$ cat config.mk
export PLATFORM = sky130hd
export DESIGN_NAME = wt_dm_cache
export DESIGN_NICKNAME = d
export VERILOG_FILES = /design/src/rtl/wtc_pkg.sv /design/src/rtl/wtc_tag_store.sv /design/src/rtl/wtc_wbuf.sv /design/src/rtl/wtc_mem_port.sv /design/src/rtl/wt_dm_cache.sv
export SDC_FILE = /design/constraint.sdc
export NUM_CORES = 1
export LEC_CHECK = 0
export BUFFER_PORTS_ARGS = -buffer_cell sky130_fd_sc_hd__clkbuf_2
export CORE_ASPECT_RATIO = 0.6
export CORE_MARGIN = 5
export CORE_UTILIZATION = 63
export DETAILED_ROUTE_END_ITERATION = 10
export PLACE_DENSITY = 0.93
export SLEW_MARGIN = 20
export SYNTH_ARGS = -nofsm -noshare
export SYNTH_HDL_FRONTEND = slang
export SYNTH_HIERARCHICAL = 1
export SYNTH_SLANG_ARGS = --single-unit
$ cat constraint.sdc
create_clock -name clk_i -period 14.4 [get_ports clk_i]
set_clock_uncertainty 0.15 [all_clocks]
set_input_delay 0.72 -clock clk_i [delete_from_list [all_inputs] [get_ports clk_i]]
set_output_delay 0.72 -clock clk_i [all_outputs]
set_load 0.02 [all_outputs]
$ cat src/rtl/wtc_pkg.sv
package wtc_pkg;
  typedef enum logic {FETCH_IDLE = 1'b0, FETCH_WAIT = 1'b1} fetch_state_e;

  function automatic int unsigned idx_bits(int unsigned n);
    return (n < 2) ? 1 : $clog2(n);
  endfunction
endpackage

$ cat src/rtl/wtc_tag_store.sv
module wtc_tag_store #(
  parameter int unsigned ENTRIES = 4,
  parameter int unsigned AW      = 8,
  parameter int unsigned DW      = 32
) (
  input  logic          clk_i,
  input  logic          rst_ni,
  input  logic [AW-1:0] lk_addr_i,
  output logic          lk_hit_o,
  output logic [DW-1:0] lk_data_o,
  input  logic          wr_en_i,
  input  logic [AW-1:0] wr_addr_i,
  input  logic [DW-1:0] wr_data_i
);
  localparam int unsigned IW = wtc_pkg::idx_bits(ENTRIES);
  localparam int unsigned TW = AW - IW;

  logic [ENTRIES-1:0] valid_q;
  logic [TW-1:0]      tag_q  [ENTRIES];
  logic [DW-1:0]      data_q [ENTRIES];

  logic [IW-1:0] lk_idx, wr_idx;
  logic [TW-1:0] lk_tag, wr_tag;

  assign lk_idx = lk_addr_i[IW-1:0];
  assign lk_tag = lk_addr_i[AW-1:IW];
  assign wr_idx = wr_addr_i[IW-1:0];
  assign wr_tag = wr_addr_i[AW-1:IW];

  always_ff @(posedge clk_i or negedge rst_ni) begin
    if (!rst_ni) begin
      valid_q <= '0;
    end else begin
      for (int e = 0; e < int'(ENTRIES); e++) begin
        if (wr_en_i && wr_idx == IW'(e)) valid_q[e] <= 1'b1;
      end
    end
  end

  always_ff @(posedge clk_i) begin
    for (int e = 0; e < int'(ENTRIES); e++) begin
      if (wr_en_i && wr_idx == IW'(e)) begin
        tag_q[e]  <= wr_tag;
        data_q[e] <= wr_data_i;
      end
    end
  end

  assign lk_hit_o  = valid_q[lk_idx] && (tag_q[lk_idx] == lk_tag);
  assign lk_data_o = data_q[lk_idx];

  // a line just written must hit for the same address next cycle
  assert_write_then_hit_R1: assert property (@(posedge clk_i) disable iff (!rst_ni)
    wr_en_i |=> (lk_addr_i != $past(wr_addr_i)) || (wr_en_i && wr_addr_i[IW-1:0] == lk_addr_i[IW-1:0]) || lk_hit_o);
endmodule

$ cat src/rtl/wtc_wbuf.sv
module wtc_wbuf #(
  parameter int unsigned DEPTH = 4,
  parameter int unsigned AW    = 8,
  parameter int unsigned DW    = 32
) (
  input  logic          clk_i,
  input  logic          rst_ni,
  input  logic          push_i,
  input  logic [AW-1:0] push_addr_i,
  input  logic [DW-1:0] push_data_i,
  input  logic          pop_i,
  output logic [AW-1:0] head_addr_o,
  output logic [DW-1:0] head_data_o,
  output logic          full_o,
  output logic          empty_o
);
  localparam int unsigned PW = wtc_pkg::idx_bits(DEPTH);

  logic [AW-1:0] addr_q [DEPTH];
  logic [DW-1:0] data_q [DEPTH];
  logic [PW-1:0] wr_ptr_q, rd_ptr_q;
  logic [PW:0]   cnt_q;

  function automatic logic [PW-1:0] nxt(input logic [PW-1:0] p);
    return (p == PW'(DEPTH - 1)) ? '0 : p + 1'b1;
  endfunction

  assign full_o      = (cnt_q == (PW+1)'(DEPTH));
  assign empty_o     = (cnt_q == '0);
  assign head_addr_o = addr_q[rd_ptr_q];
  assign head_data_o = data_q[rd_ptr_q];

  always_ff @(posedge clk_i or negedge rst_ni) begin
    if (!rst_ni) begin
      wr_ptr_q <= '0;
      rd_ptr_q <= '0;
      cnt_q    <= '0;
    end else begin
      if (push_i) wr_ptr_q <= nxt(wr_ptr_q);
      if (pop_i)  rd_ptr_q <= nxt(rd_ptr_q);
      case ({push_i, pop_i})
        2'b10:   cnt_q <= cnt_q + 1'b1;
        2'b01:   cnt_q <= cnt_q - 1'b1;
        default: cnt_q <= cnt_q;
      endcase
    end
  end

  always_ff @(posedge clk_i) begin
    if (push_i) begin
      addr_q[wr_ptr_q] <= push_addr_i;
      data_q[wr_ptr_q] <= push_data_i;
    end
  end

  assert_no_push_full_R8: assert property (@(posedge clk_i) disable iff (!rst_ni)
    push_i |-> !full_o);
  assert_no_pop_empty_R7: assert property (@(posedge clk_i) disable iff (!rst_ni)
    pop_i |-> !empty_o);
endmodule

$ cat src/rtl/wtc_mem_port.sv
module wtc_mem_port #(
  parameter int unsigned AW = 8,
  parameter int unsigned DW = 32
) (
  input  logic          clk_i,
  input  logic          rst_ni,
  input  logic          wb_empty_i,
  input  logic [AW-1:0] wb_addr_i,
  input  logic [DW-1:0] wb_data_i,
  output logic          wb_pop_o,
  input  logic          miss_i,
  input  logic [AW-1:0] miss_addr_i,
  output logic          fill_en_o,
  output logic [AW-1:0] fill_addr_o,
  output logic [DW-1:0] fill_data_o,
  output logic          mem_req_valid_o,
  input  logic          mem_req_ready_i,
  output logic          mem_req_write_o,
  output logic [AW-1:0] mem_req_addr_o,
  output logic [DW-1:0] mem_req_wdata_o,
  input  logic          mem_resp_valid_i,
  input  logic [DW-1:0] mem_resp_data_i
);
  import wtc_pkg::*;

  fetch_state_e  state_q;
  logic [AW-1:0] fetch_addr_q;
  logic          idle;

  assign idle = (state_q == FETCH_IDLE);

  // queued writes go first: a fetch waits until the queue is empty
  assign mem_req_valid_o = idle && (!wb_empty_i || miss_i);
  assign mem_req_write_o = !wb_empty_i;
  assign mem_req_addr_o  = !wb_empty_i ? wb_addr_i : miss_addr_i;
  assign mem_req_wdata_o = wb_data_i;
  assign wb_pop_o        = mem_req_valid_o && mem_req_write_o && mem_req_ready_i;

  assign fill_en_o   = !idle && mem_resp_valid_i;
  assign fill_addr_o = fetch_addr_q;
  assign fill_data_o = mem_resp_data_i;

  always_ff @(posedge clk_i or negedge rst_ni) begin
    if (!rst_ni) begin
      state_q      <= FETCH_IDLE;
      fetch_addr_q <= '0;
    end else begin
      case (state_q)
        FETCH_IDLE: if (mem_req_valid_o && !mem_req_write_o && mem_req_ready_i) begin
          state_q      <= FETCH_WAIT;
          fetch_addr_q <= miss_addr_i;
        end
        FETCH_WAIT: if (mem_resp_valid_i) state_q <= FETCH_IDLE;
        default:    state_q <= FETCH_IDLE;
      endcase
    end
  end

  assert_req_hold_R7: assert property (@(posedge clk_i) disable iff (!rst_ni)
    (mem_req_valid_o && !mem_req_ready_i) |=> (mem_req_valid_o && $stable(mem_req_addr_o)));
  assert_resp_in_window_R10: assert property (@(posedge clk_i) disable iff (!rst_ni)
    mem_resp_valid_i |-> !idle);
  assert_fetch_after_drain_R9: assert property (@(posedge clk_i) disable iff (!rst_ni)
    (mem_req_valid_o && mem_req_ready_i && !mem_req_write_o) |=> wb_empty_i);
endmodule

$ cat src/rtl/wt_dm_cache.sv
module wt_dm_cache #(
  parameter int unsigned ENTRIES  = 4,
  parameter int unsigned WB_DEPTH = 4,
  parameter int unsigned AW       = 8,
  parameter int unsigned DW       = 32
) (
  input  logic          clk_i,
  input  logic          rst_ni,
  input  logic          req_valid_i,
  input  logic          req_write_i,
  input  logic [AW-1:0] req_addr_i,
  input  logic [DW-1:0] req_wdata_i,
  output logic          stall_o,
  output logic          rvalid_o,
  output logic [DW-1:0] rdata_o,
  output logic          mem_req_valid_o,
  input  logic          mem_req_ready_i,
  output logic          mem_req_write_o,
  output logic [AW-1:0] mem_req_addr_o,
  output logic [DW-1:0] mem_req_wdata_o,
  input  logic          mem_resp_valid_i,
  input  logic [DW-1:0] mem_resp_data_i
);
  logic          hit;
  logic [DW-1:0] line_data;
  logic          wb_full, wb_empty, wb_pop;
  logic [AW-1:0] wb_addr;
  logic [DW-1:0] wb_data;
  logic          fill_en;
  logic [AW-1:0] fill_addr;
  logic [DW-1:0] fill_data;
  logic          rd_miss, acc_write;
  logic          ts_we;
  logic [AW-1:0] ts_waddr;
  logic [DW-1:0] ts_wdata;

  assign rd_miss   = req_valid_i && !req_write_i && !hit;
  assign acc_write = req_valid_i && req_write_i && !wb_full;
  assign stall_o   = rd_miss || (req_valid_i && req_write_i && wb_full);
  assign rvalid_o  = req_valid_i && !req_write_i && hit;
  assign rdata_o   = line_data;

  assign ts_we    = acc_write || fill_en;
  assign ts_waddr = fill_en ? fill_addr : req_addr_i;
  assign ts_wdata = fill_en ? fill_data : req_wdata_i;

  wtc_tag_store #(.ENTRIES(ENTRIES), .AW(AW), .DW(DW)) u_tags (
    .clk_i, .rst_ni,
    .lk_addr_i(req_addr_i), .lk_hit_o(hit), .lk_data_o(line_data),
    .wr_en_i(ts_we), .wr_addr_i(ts_waddr), .wr_data_i(ts_wdata)
  );

  wtc_wbuf #(.DEPTH(WB_DEPTH), .AW(AW), .DW(DW)) u_wbuf (
    .clk_i, .rst_ni,
    .push_i(acc_write), .push_addr_i(req_addr_i), .push_data_i(req_wdata_i),
    .pop_i(wb_pop), .head_addr_o(wb_addr), .head_data_o(wb_data),
    .full_o(wb_full), .empty_o(wb_empty)
  );

  wtc_mem_port #(.AW(AW), .DW(DW)) u_mport (
    .clk_i, .rst_ni,
    .wb_empty_i(wb_empty), .wb_addr_i(wb_addr), .wb_data_i(wb_data), .wb_pop_o(wb_pop),
    .miss_i(rd_miss), .miss_addr_i(req_addr_i),
    .fill_en_o(fill_en), .fill_addr_o(fill_addr), .fill_data_o(fill_data),
    .mem_req_valid_o, .mem_req_ready_i, .mem_req_write_o,
    .mem_req_addr_o, .mem_req_wdata_o,
    .mem_resp_valid_i, .mem_resp_data_i
  );

  assert_fill_store_excl_R6: assert property (@(posedge clk_i) disable iff (!rst_ni)
    !(fill_en && acc_write));
  assert_fill_then_hit_R4: assert property (@(posedge clk_i) disable iff (!rst_ni)
    (fill_en && req_valid_i && !req_write_i && req_addr_i == fill_addr) |=>
      (!req_valid_i || req_write_i || req_addr_i != $past(req_addr_i) || !stall_o));
endmodule

* Yosys cells after proc, flatten, opt, wreduce, memory -nomap -nowiden
Memories as Yosys holds them, arrays and structs flattened.
Cells that the tools add are included.
** Word-level totals
- Register bits after elaboration :: 20
- RAM bits :: 312
- Input port bits :: 78
- Output and inout port bits :: 76
- Memories :: 4
** Memories
- u_tags.data_q :: words 4, bits a word 32, rd ports 1, clocked after Yosys merged registers in 0, write ports 1, RTL line wtc_tag_store.sv:20 : logic [DW-1:0] data_q [ENTRIES];
- u_wbuf.data_q :: words 4, bits a word 32, rd ports 1, clocked after Yosys merged registers in 0, write ports 1, RTL line wtc_wbuf.sv:20 : logic [DW-1:0] data_q [DEPTH];
- u_wbuf.addr_q :: words 4, bits a word 8, rd ports 1, clocked after Yosys merged registers in 0, write ports 1, RTL line wtc_wbuf.sv:19 : logic [AW-1:0] addr_q [DEPTH];
- u_tags.tag_q :: words 4, bits a word 6, rd ports 1, clocked after Yosys merged registers in 0, write ports 1, RTL line wtc_tag_store.sv:19 : logic [TW-1:0] tag_q [ENTRIES];
** Cells by class
- $add $sub $neg :: 4
- Magnitude comparators :: 1
- Equal/unequal tests :: 9
- Mux-type cells :: 39
- Bitwise gates (word level) :: 1
- Reduce and logical (&&, ||, !) cells :: 34
** Operator list (count)
- 2-to-1 mux 32 bit :: 4
- OR reduction 32 bit :: 3
- 2-to-1 mux 1 bit :: 19
- 2-to-1 mux 6 bit :: 3
- OR reduction 6 bit :: 3
- logical AND 1 bit :: 17
- 2-to-1 mux 2 bit :: 8
- 2-to-1 mux 8 bit :: 2
- == test 2 bit, second input constant :: 5
- == test 6 bit :: 1
- case mux 3 bit (2 select lines) :: 1
- adder 2 x 1 -> 2 bit, second input constant :: 2
- == test 2 x 1 -> 1 bit, second input constant :: 2
- logical NOT 1 bit :: 4
- adder 3 x 1 -> 3 bit, second input constant :: 1
- == test 3 bit, second input constant :: 1
- logical NOT 3 bit :: 1
- logical OR 1 bit :: 3
- < comparator 2 x 3 -> 1 bit, second input constant :: 1
- subtractor 3 x 1 -> 3 bit, second input constant :: 1
- binary-select mux 1 bit (select 2 bit) :: 1
- logical NOT 2 bit :: 1
- case mux 1 bit (2 select lines) :: 1
- AND reduction 2 bit :: 1
- 2 further kinds :: 2

* Depth between registers and ports, before layout
Gate-level depths: netlist of run 1.
- Word-level depth :: 11
- Mapped depth :: 10
- Gate-level depth less buffers :: 10

* Cells and area by module
Netlist of run 1, hierarchy kept.
** By module, submodules not included
- wtc_wbuf :: instances 1, cells an instance 248, area an instance 6243.5 µm²
- wtc_tag_store :: instances 1, cells an instance 235, area an instance 5791.8 µm²
- wtc_mem_port :: instances 1, cells an instance 97, area an instance 953.4 µm²
- wt_dm_cache :: instances 1, cells an instance 53, area an instance 737.0 µm²

* Worst setup path after synthesis of run 1
OpenSTA, ideal clock, no wires.
- Path kind :: input port to flip-flop
- Start point :: input port mem_resp_valid_i
- End point :: memory u_tags.data_q[0][0] (enable)
- Arrival :: 4.327 ns
- Data required time :: 13.760 ns
- Path slack :: 9.433 ns
- Stages on the path :: 5
- Buffers on the path :: 2
- Cell sequence :: and2_1 buf_6 buf_12 mux2_4 nor3b_1
** Between the ends
- Longest elaborated chain between the ends :: 10
** Ends and longest elaborated chain
- start: declaration :: RTL line wt_dm_cache.sv:21 : input logic mem_resp_valid_i,
- logical AND 1 bit (*) :: RTL line wtc_mem_port.sv:39 : assign fill_en_o = !idle && mem_resp_valid_i;
- 2-to-1 mux 8 bit (*) :: RTL line wt_dm_cache.sv:44 : assign ts_waddr = fill_en ? fill_addr : req_addr_i;
- via ts_waddr[1] :: RTL line wt_dm_cache.sv:34 : logic [AW-1:0] ts_waddr;
- == test 2 x 1 -> 1 bit :: RTL line wtc_tag_store.sv:42 : if (wr_en_i && wr_idx == IW'(e)) begin
- logical AND 1 bit :: RTL line wtc_tag_store.sv:42
- 2-to-1 mux 1 bit :: RTL line wtc_tag_store.sv:42
- 2-to-1 mux 1 bit (not written as such) :: RTL line wtc_tag_store.sv:44 : data_q[e] <= wr_data_i;
- OR reduction 32 bit (no source line)
- 2-to-1 mux 2 bit (no source line) or 2-to-1 mux 1 bit (tied branches) (3 in series)
- end: declaration :: RTL line wtc_tag_store.sv:20
Mark *: on every way through the listed nets, which the timed path passes. The rest lies on a longest branch.

* Final worst setup path of run 1
- Start point :: input port req_addr_i[0]
- End point :: output port mem_req_valid_o
** Between the ends
- Longest elaborated chain between the ends :: 7
** Ends and longest elaborated chain
- start: declaration :: RTL line wt_dm_cache.sv:11 : input logic [AW-1:0] req_addr_i,
- memory (4 x 6 bit) or binary-select mux 1 bit (select 2 bit) (tied branches)
- == test 6 bit or 2-to-1 mux 1 bit (tied branches) :: RTL line wtc_tag_store.sv:49 : assign lk_hit_o = valid_q[lk_idx] && (tag_q[lk_idx] == lk_tag);
- logical AND 1 bit (*) :: RTL line wtc_tag_store.sv:49
- via hit :: RTL line wt_dm_cache.sv:24 : logic hit;
- logical NOT 1 bit (*) :: RTL line wt_dm_cache.sv:37 : assign rd_miss = req_valid_i && !req_write_i && !hit;
- logical AND 1 bit (*) :: RTL line wt_dm_cache.sv:37
- via rd_miss :: RTL line wt_dm_cache.sv:32 : logic rd_miss, acc_write;
- logical OR 1 bit (*) :: RTL line wtc_mem_port.sv:33 : assign mem_req_valid_o = idle && (!wb_empty_i || miss_i);
- logical AND 1 bit (*) :: RTL line wtc_mem_port.sv:33
- end: declaration :: RTL line wt_dm_cache.sv:16 : output logic mem_req_valid_o,
Mark *: on every way through the listed nets, which the timed path passes. The rest lies on a longest branch. The select of a mux whose other input is x is not followed.

==> results of run 1 <==
==> layout by cell type, fill, tap and decap left out, types with 6 or more instances in the layout <==
cell type	n
clkbuf_16	29
mux2i_1	6
ha_1	6
edfxtp_1	312
clkinv_2	9
clkbuf_1	9
dfrtp_1	18
mux2_2	19
inv_1	8
mux4_2	71
xnor2_1	8
mux2_4	39
clkbuf_2	152
==> sequential cells by signal, indices dropped and copies added, names as in the netlist <==
register / flops
u_wbuf/addr_q: 32
u_wbuf/data_q: 128
u_wbuf/rd_ptr_q: 2
u_wbuf/cnt_q: 3
u_tags/data_q: 128
u_mport/state_q: 1
u_mport/fill_addr_o: 8
u_wbuf/wr_ptr_q: 2
u_tags/valid_q: 4
u_tags/tag_q: 24
==> layer usage <==
metal / up-vias / GRT usage
met5: - / 0
met4: 0 / 0.02952
met3: 28 / 0.04163
met2: 254 / 0.3279
met1: 3262 / 0.2976
li1: 2680 / -
==> power groups by stage <==
stage	Clock (uW)	Combinational [uW]	Sequential, uW
final	714	526	1250
after detailed placement	0	530	1270
after global routing	776	561	1260
after CTS	729	533	1250
after global placement	0	511	1260
after floorplan	0	524	1190
==> per-stage QoR <==
step | utilization | total power (uW)
after floorplan | - | 1717
final | 0.7080 | 2487
after global placement | 0.6654 | 1772
after CTS | 0.7078 | 2513
after global routing | 0.7080 | 2598
after detailed placement | 0.6668 | 1801
==> worst min-delay path by stage <==
stage / from / endpoint / cells after the start
finish: rst_ni / u_mport/state_q / 1
global route: rst_ni / u_mport/state_q / 1
detailed placement: u_tags/valid_q[0] / u_tags/valid_q[0] / 1
CTS: rst_ni / u_mport/state_q / 1
floorplan: rst_ni / u_mport/fill_addr_o[0] / 0
global placement: u_tags/valid_q[0] / u_tags/valid_q[0] / 1
==> cells by family after synthesis <==
group | share of synthesized area
fa+ha+maj | 0.006928
flops | 0.7191
compound gates | 0.005560
simple gates | 0.01586
buf+inv | 0.05752
mux | 0.1868
xor+xnor | 0.008295
==> cell type report <==
| class | instances | area [sq um] | share of cell area |
|---|---|---|---|
| timing repair buffer | 156 | 810.8 | 0.05392 |
| inverter | 8 | 30.03 | 0.001997 |
| tap | 279 | 349.1 | 0.02322 |
| clock buffer | 38 | 759.5 | 0.05051 |
| multi-input combinational | 204 | 3099 | 0.2061 |
| clock inverter | 16 | 111.4 | 0.007406 |
| sequential | 332 | 9877 | 0.6568 |
==> reports/results.ini, run 1 <==
[global_route]
grt_antenna_before_repair=0
grtUsageTotal=0.2019
overflow=0
grt_pass1_vias=6641
grt_max_degree=51
grt_pass1_wl_um=39250

[final_layout]
syn2layout_area_growth_pct=9.553
fillers=1277
antennaDiodeCount=0
drive_gt1_frac=0.4589
final_nets=816
design_area_sq_um=15040
stdcell_count=1033

[logic_synthesis]
yosysSeqAreaShare=0.7191
post_synth_main_area_contributors=edfxtp_1 (68%), mux4_2 (12%), mux2_4 (4.3%)
synth_common_cells=edfxtp_1 (312), mux4_2 (71), buf_4 (66)
synth_warnings=6
syn-cell-area_sq_um=13730
synth-edff-count=312
synth_top_area_frac=0.6826
synth.most_common_cell=edfxtp_1
synthCells=633
syn-num-nets=718
synth_area_per_cell_sq_um=21.68
ys_ff_latch=332
yosysUniqueCellTypes=40
post-synth-top-area-cell=edfxtp_1
synth_flop_cell=edfxtp_1
synthArstFlopShare=0.06024

[sta]
finalHoldViolations=0
fmax_ghz=0.2441
min_period_over_period=0.2845
finalSetupTns_ns=0
worst_slew_pin_slew_ns=1.076
worst_slack_ns=10.30
fin_crit_ns=4.098
finalMaxSlewViolations=0
setup-violations-final=0
worst_hold_slack_ns=0.004818
relSlewSlack=0.2788
rsz0062_at_grt=no

[route]
met2WireLength_um=12260
wire_per_inst_um=24.39
drt-initial-drc-count=543
wl_um=25200
drc=0
antenna_left=0
wl_met1_um=10880
dr.pass1.iters=4
vias=6224
wl_met3_um=1773
vias_per_cell=6.025
routed.top_layer=met4

[setup_path]
cp-end-kind=output pin
timing.rr.end=u_tags/data_q[1][8]
cp_slowest_cell=mux4_1
endpoint=mem_req_valid_o
crit_type=input pin to output pin
critical_path_buf_inv_count=2
worstPathMaxFanout=50
crit_path_start=req_addr_i[0]
crit_chain=buf_4 > mux4_1 > xor2_1 > nor2_1 > o211a_1 > nor3b_1 > o21a_1 > clkbuf_2
required_ns=13.53
worst_path_dominant_cell_family=buffers and inverters
ff2ff_path_depth=3
crit_cells=8
cpPeakStageDelay_ns=0.69
r2r_start=u_mport/state_q
cp-start-kind=input pin
worstPathArrival_ns=3.23
r2r_slack_ns=11.36

[floorplan]
num_io_pins=154
initial_core_util=0.6463
die_h_um=124.3
dieArea_sq_um=24940
rows=41
core_area_sq_um=21240
die_w_um=200.6

[power_and_ir_drop]
power.density_nw_per_um2=165.4
sw_frac_of_total=0.2806
clkPwrFrac=0.287
p_leak_uw=0.005311
p_int_uw=1789
p_comb_frac=0.211
seq_power_share=0.501
switching_power_uw=697.8
ir_worst_vdd_v=0.0001342

[place]
gp_congestion=0.7596
dpl.cell_count=979
hpwl_um=15750
dpl_cell_area_sq_um=14160
pre_cts_slack_ns=10.29
io_buffers=153

[outcome]
status=complete, no violations

[clock_tree]
post-cts-setup-buffers=0
cts_buffer_depth=3
postCtsHoldBufs=0
cts_tree=done
ctsResizeCount=0
cts_buffers=29
root_buffer=clkbuf_16
clock_sinks=332
clkSlewWorstSetupHoldPaths_ns=0.07
clk_latency_ns=0.54
cts-htree-levels=1

[min_path]
hp-class=input pin to asynchronous set/reset pin

[job]
max_cap_viol_count=0

Note: power is estimated with default switching activity, not from simulation.
==> run 2, diff against run 1 <==
--- a/config.mk
+++ b/config.mk
@@ -5,12 +5,13 @@
 export SDC_FILE = /design/constraint.sdc
 export NUM_CORES = 1
 export LEC_CHECK = 0
+export ABC_AREA = 1
 export BUFFER_PORTS_ARGS = -buffer_cell sky130_fd_sc_hd__clkbuf_2
 export CORE_ASPECT_RATIO = 0.6
 export CORE_MARGIN = 5
-export CORE_UTILIZATION = 63
+export CORE_UTILIZATION = 53
 export DETAILED_ROUTE_END_ITERATION = 10
-export PLACE_DENSITY = 0.93
+export PLACE_DENSITY = 0.84
 export SLEW_MARGIN = 20
 export SYNTH_ARGS = -nofsm -noshare
 export SYNTH_HDL_FRONTEND = slang
==> constraint.sdc (replaced) <==
create_clock -name clk_i -period 3.4 [get_ports clk_i]
set_clock_uncertainty 0.15 [all_clocks]
set_input_delay 0.17 -clock clk_i [delete_from_list [all_inputs] [get_ports clk_i]]
set_output_delay 0.17 -clock clk_i [all_outputs]
set_load 0.02 [all_outputs]
==> run 2 against run 1 <==
Cell area rose by 11%. Die area rose by 24%. Via count rose by 53%. Global-route usage rose by 0.32 points. Wire length rose by 31%. Clock power rose to 4.6 times the previous value. Flip-flop and latch count did not move. Hold slack improved by 0.037 ns. Power rose to 4.7 times the previous value. Largest power group unchanged. Final cell count rose by 71%. Sequential power rose to 4.0 times the previous value. Critical path type is now register to output pin.
==> reports/results.ini, run 2 <==
[floorplan]
num_io_pins=154
core_area_sq_um=26710
initial_core_util=0.5440
die_w_um=223.7
dieArea_sq_um=30930
die_h_um=138.2
rows=46

[setup_path]
cp-end-kind=output pin
cp-start-kind=register
worstPathMaxFanout=77
worstPathArrival_ns=2.46
required_ns=3.08
crit_type=register to output pin
ff2ff_path_depth=7

[logic_synthesis]
syn-num-nets=1315
synth_top_area_frac=0.6449
synth_area_per_cell_sq_um=11.81
yosysUniqueCellTypes=33
synth-edff-count=312
yosysSeqAreaShare=0.6794
post_synth_main_area_contributors=edfxtp_1 (64%), nand2_1 (8.4%), buf_4 (3.6%)
synth_common_cells=nand2_1 (327), edfxtp_1 (312), inv_1 (108)
synth.most_common_cell=nand2_1
synth_warnings=6
post-synth-top-area-cell=edfxtp_1
synth_flop_cell=edfxtp_1
synthArstFlopShare=0.06024
ys_ff_latch=332
syn-cell-area_sq_um=14530
synthCells=1230

[final_layout]
final_nets=1468
fillers=1970
syn2layout_area_growth_pct=15.17
largest_registers=u_tags/data_q x128, u_wbuf/data_q x128, u_wbuf/addr_q x32
multiInputGateArea_sq_um=3299
design_area_sq_um=16730
final_cell_mix=nand2_1 (327), edfxtp_1 (312), clkbuf_2 (153)
drive_gt1_frac=0.2055
regArea_sq_um=9871
layout_commonest_cell=nand2_1
antennaDiodeCount=0
finalCoreUtilization=0.6265

[global_route]
grtUsageTotal=0.2051
grt_pass1_vias=9130
overflow=0
grt_max_degree=78
grt_antenna_before_repair=0
grt_pass1_wl_um=50940

[sta]
finalHoldViolations=0
min_period_over_period=0.8173
setup-violations-final=0
rsz0062_at_grt=no
fmax_ghz=0.3599
worst_slew_pin_slew_ns=0.9109
worst_slack_ns=0.6211
finalMaxSlewViolations=0
finalSetupTns_ns=0
relSlewSlack=0.3908
fin_crit_ns=2.779

[route]
drc=0
drt-initial-drc-count=937
vias_per_cell=5.387
dr.pass1.iters=5
vias=9514
wl_um=32890
wire_per_inst_um=18.63
antenna_left=0

[min_path]
hold_depth=5
hp-class=input pin to register

[clock_tree]
cts_tree=done
clock_sinks=332
clkSlewWorstSetupHoldPaths_ns=0.07
cts-htree-levels=1
ctsResizeCount=0
cts_buffer_depth=3
cts_buffers=29
root_buffer=clkbuf_16
clk_latency_ns=0.54

[outcome]
status=complete, no violations

[place]
hpwl_um=20870
dpl_cell_area_sq_um=15020
gp_congestion=0.8848
io_buffers=153
pre_cts_slack_ns=0.7795

[power_and_ir_drop]
ir_worst_vdd_v=0.0005253
p_leak_uw=0.006772
power.density_nw_per_um2=697.7
power_uw=11670

[job]
max_cap_viol_count=0

-- run 2: worst paths after layout --
check,start,end,slack [ns]
worst max-delay path,u_wbuf/rd_ptr_q[0],mem_req_wdata_o[19],0.62
worst min-delay path,req_write_i,u_wbuf/wr_ptr_q[1],0.04
worst max register to register,u_mport/state_q,u_tags/data_q[0][3],0.71
worst min register to register,u_tags/valid_q[1],u_tags/valid_q[1],0.33
max in group asynchronous,rst_ni,u_wbuf/rd_ptr_q[1],1.81
min in group asynchronous,rst_ni,u_tags/valid_q[0],0.66
-- run 2: layout make-up --
class                           count  area share
Clock buffer                       32     0.04465
Clock inverter                     22     0.01271
Inverter                          115     0.02670
Multi-Input combinational cell    657      0.1972
Sequential cell                   332      0.5900
Tap cell                          360     0.02692
Timing Repair Buffer              248      0.1019
-- run 2: per-stage QoR --
| stage | hold slack (ns) | cells |
|---|---|---|
| 2_1_floorplan | -0.2756 | 1230 |
| 4_1_cts | 0.001187 | 1766 |
| 6_report | 0.04166 | 1766 |
| 3_3_place_gp | 0.008303 | 1637 |
| 5_1_grt | 0.08621 | 1766 |
| 3_5_place_dp | 0.009026 | 1637 |
-- run 2: what timing repair did --
item                       4_1_cts  5_1_grt
hold buffers                    75        0
setup endpoints to repair        0        0
setup buffers                    0        0
hold endpoints to repair       311        0
-- run 2: per-layer routing --
layer  part of all wire  GRT usage  vias to the layer above
met5                  0          0                        -
met3              0.083    0.03766                       67
li1                   -          -                     4470
met2               0.47     0.3305                      460
met4              0.028    0.05670                        0
met1               0.42     0.2911                     4517
-- run 2: worst max-delay path, stage by stage (launching register included) --
cell and delay [ns]:
dfrtp_1 0.42, inv_4 0.61, buf_12 0.30, nand2_1 0.08, o211ai_1 0.09, nand2_1 0.14, clkbuf_2 0.18
-- run 2: power breakdown --
| part | switching (uW) | leakage [uW] | internal [uW] |
|---|---|---|---|
| clock network | 1430 | 0.000475 | 1890 |
| registers | 133 | 0.00307 | 4910 |
| logic | 2320 | 0.00323 | 996 |
-- run 2: kinds of logic after synthesis --
family	share of synthesized area
flops	0.6794
xor+xnor	0.0006030
buf+inv	0.09491
compound gates	0.08845
fa+ha+maj	0.006545
simple gates	0.1301
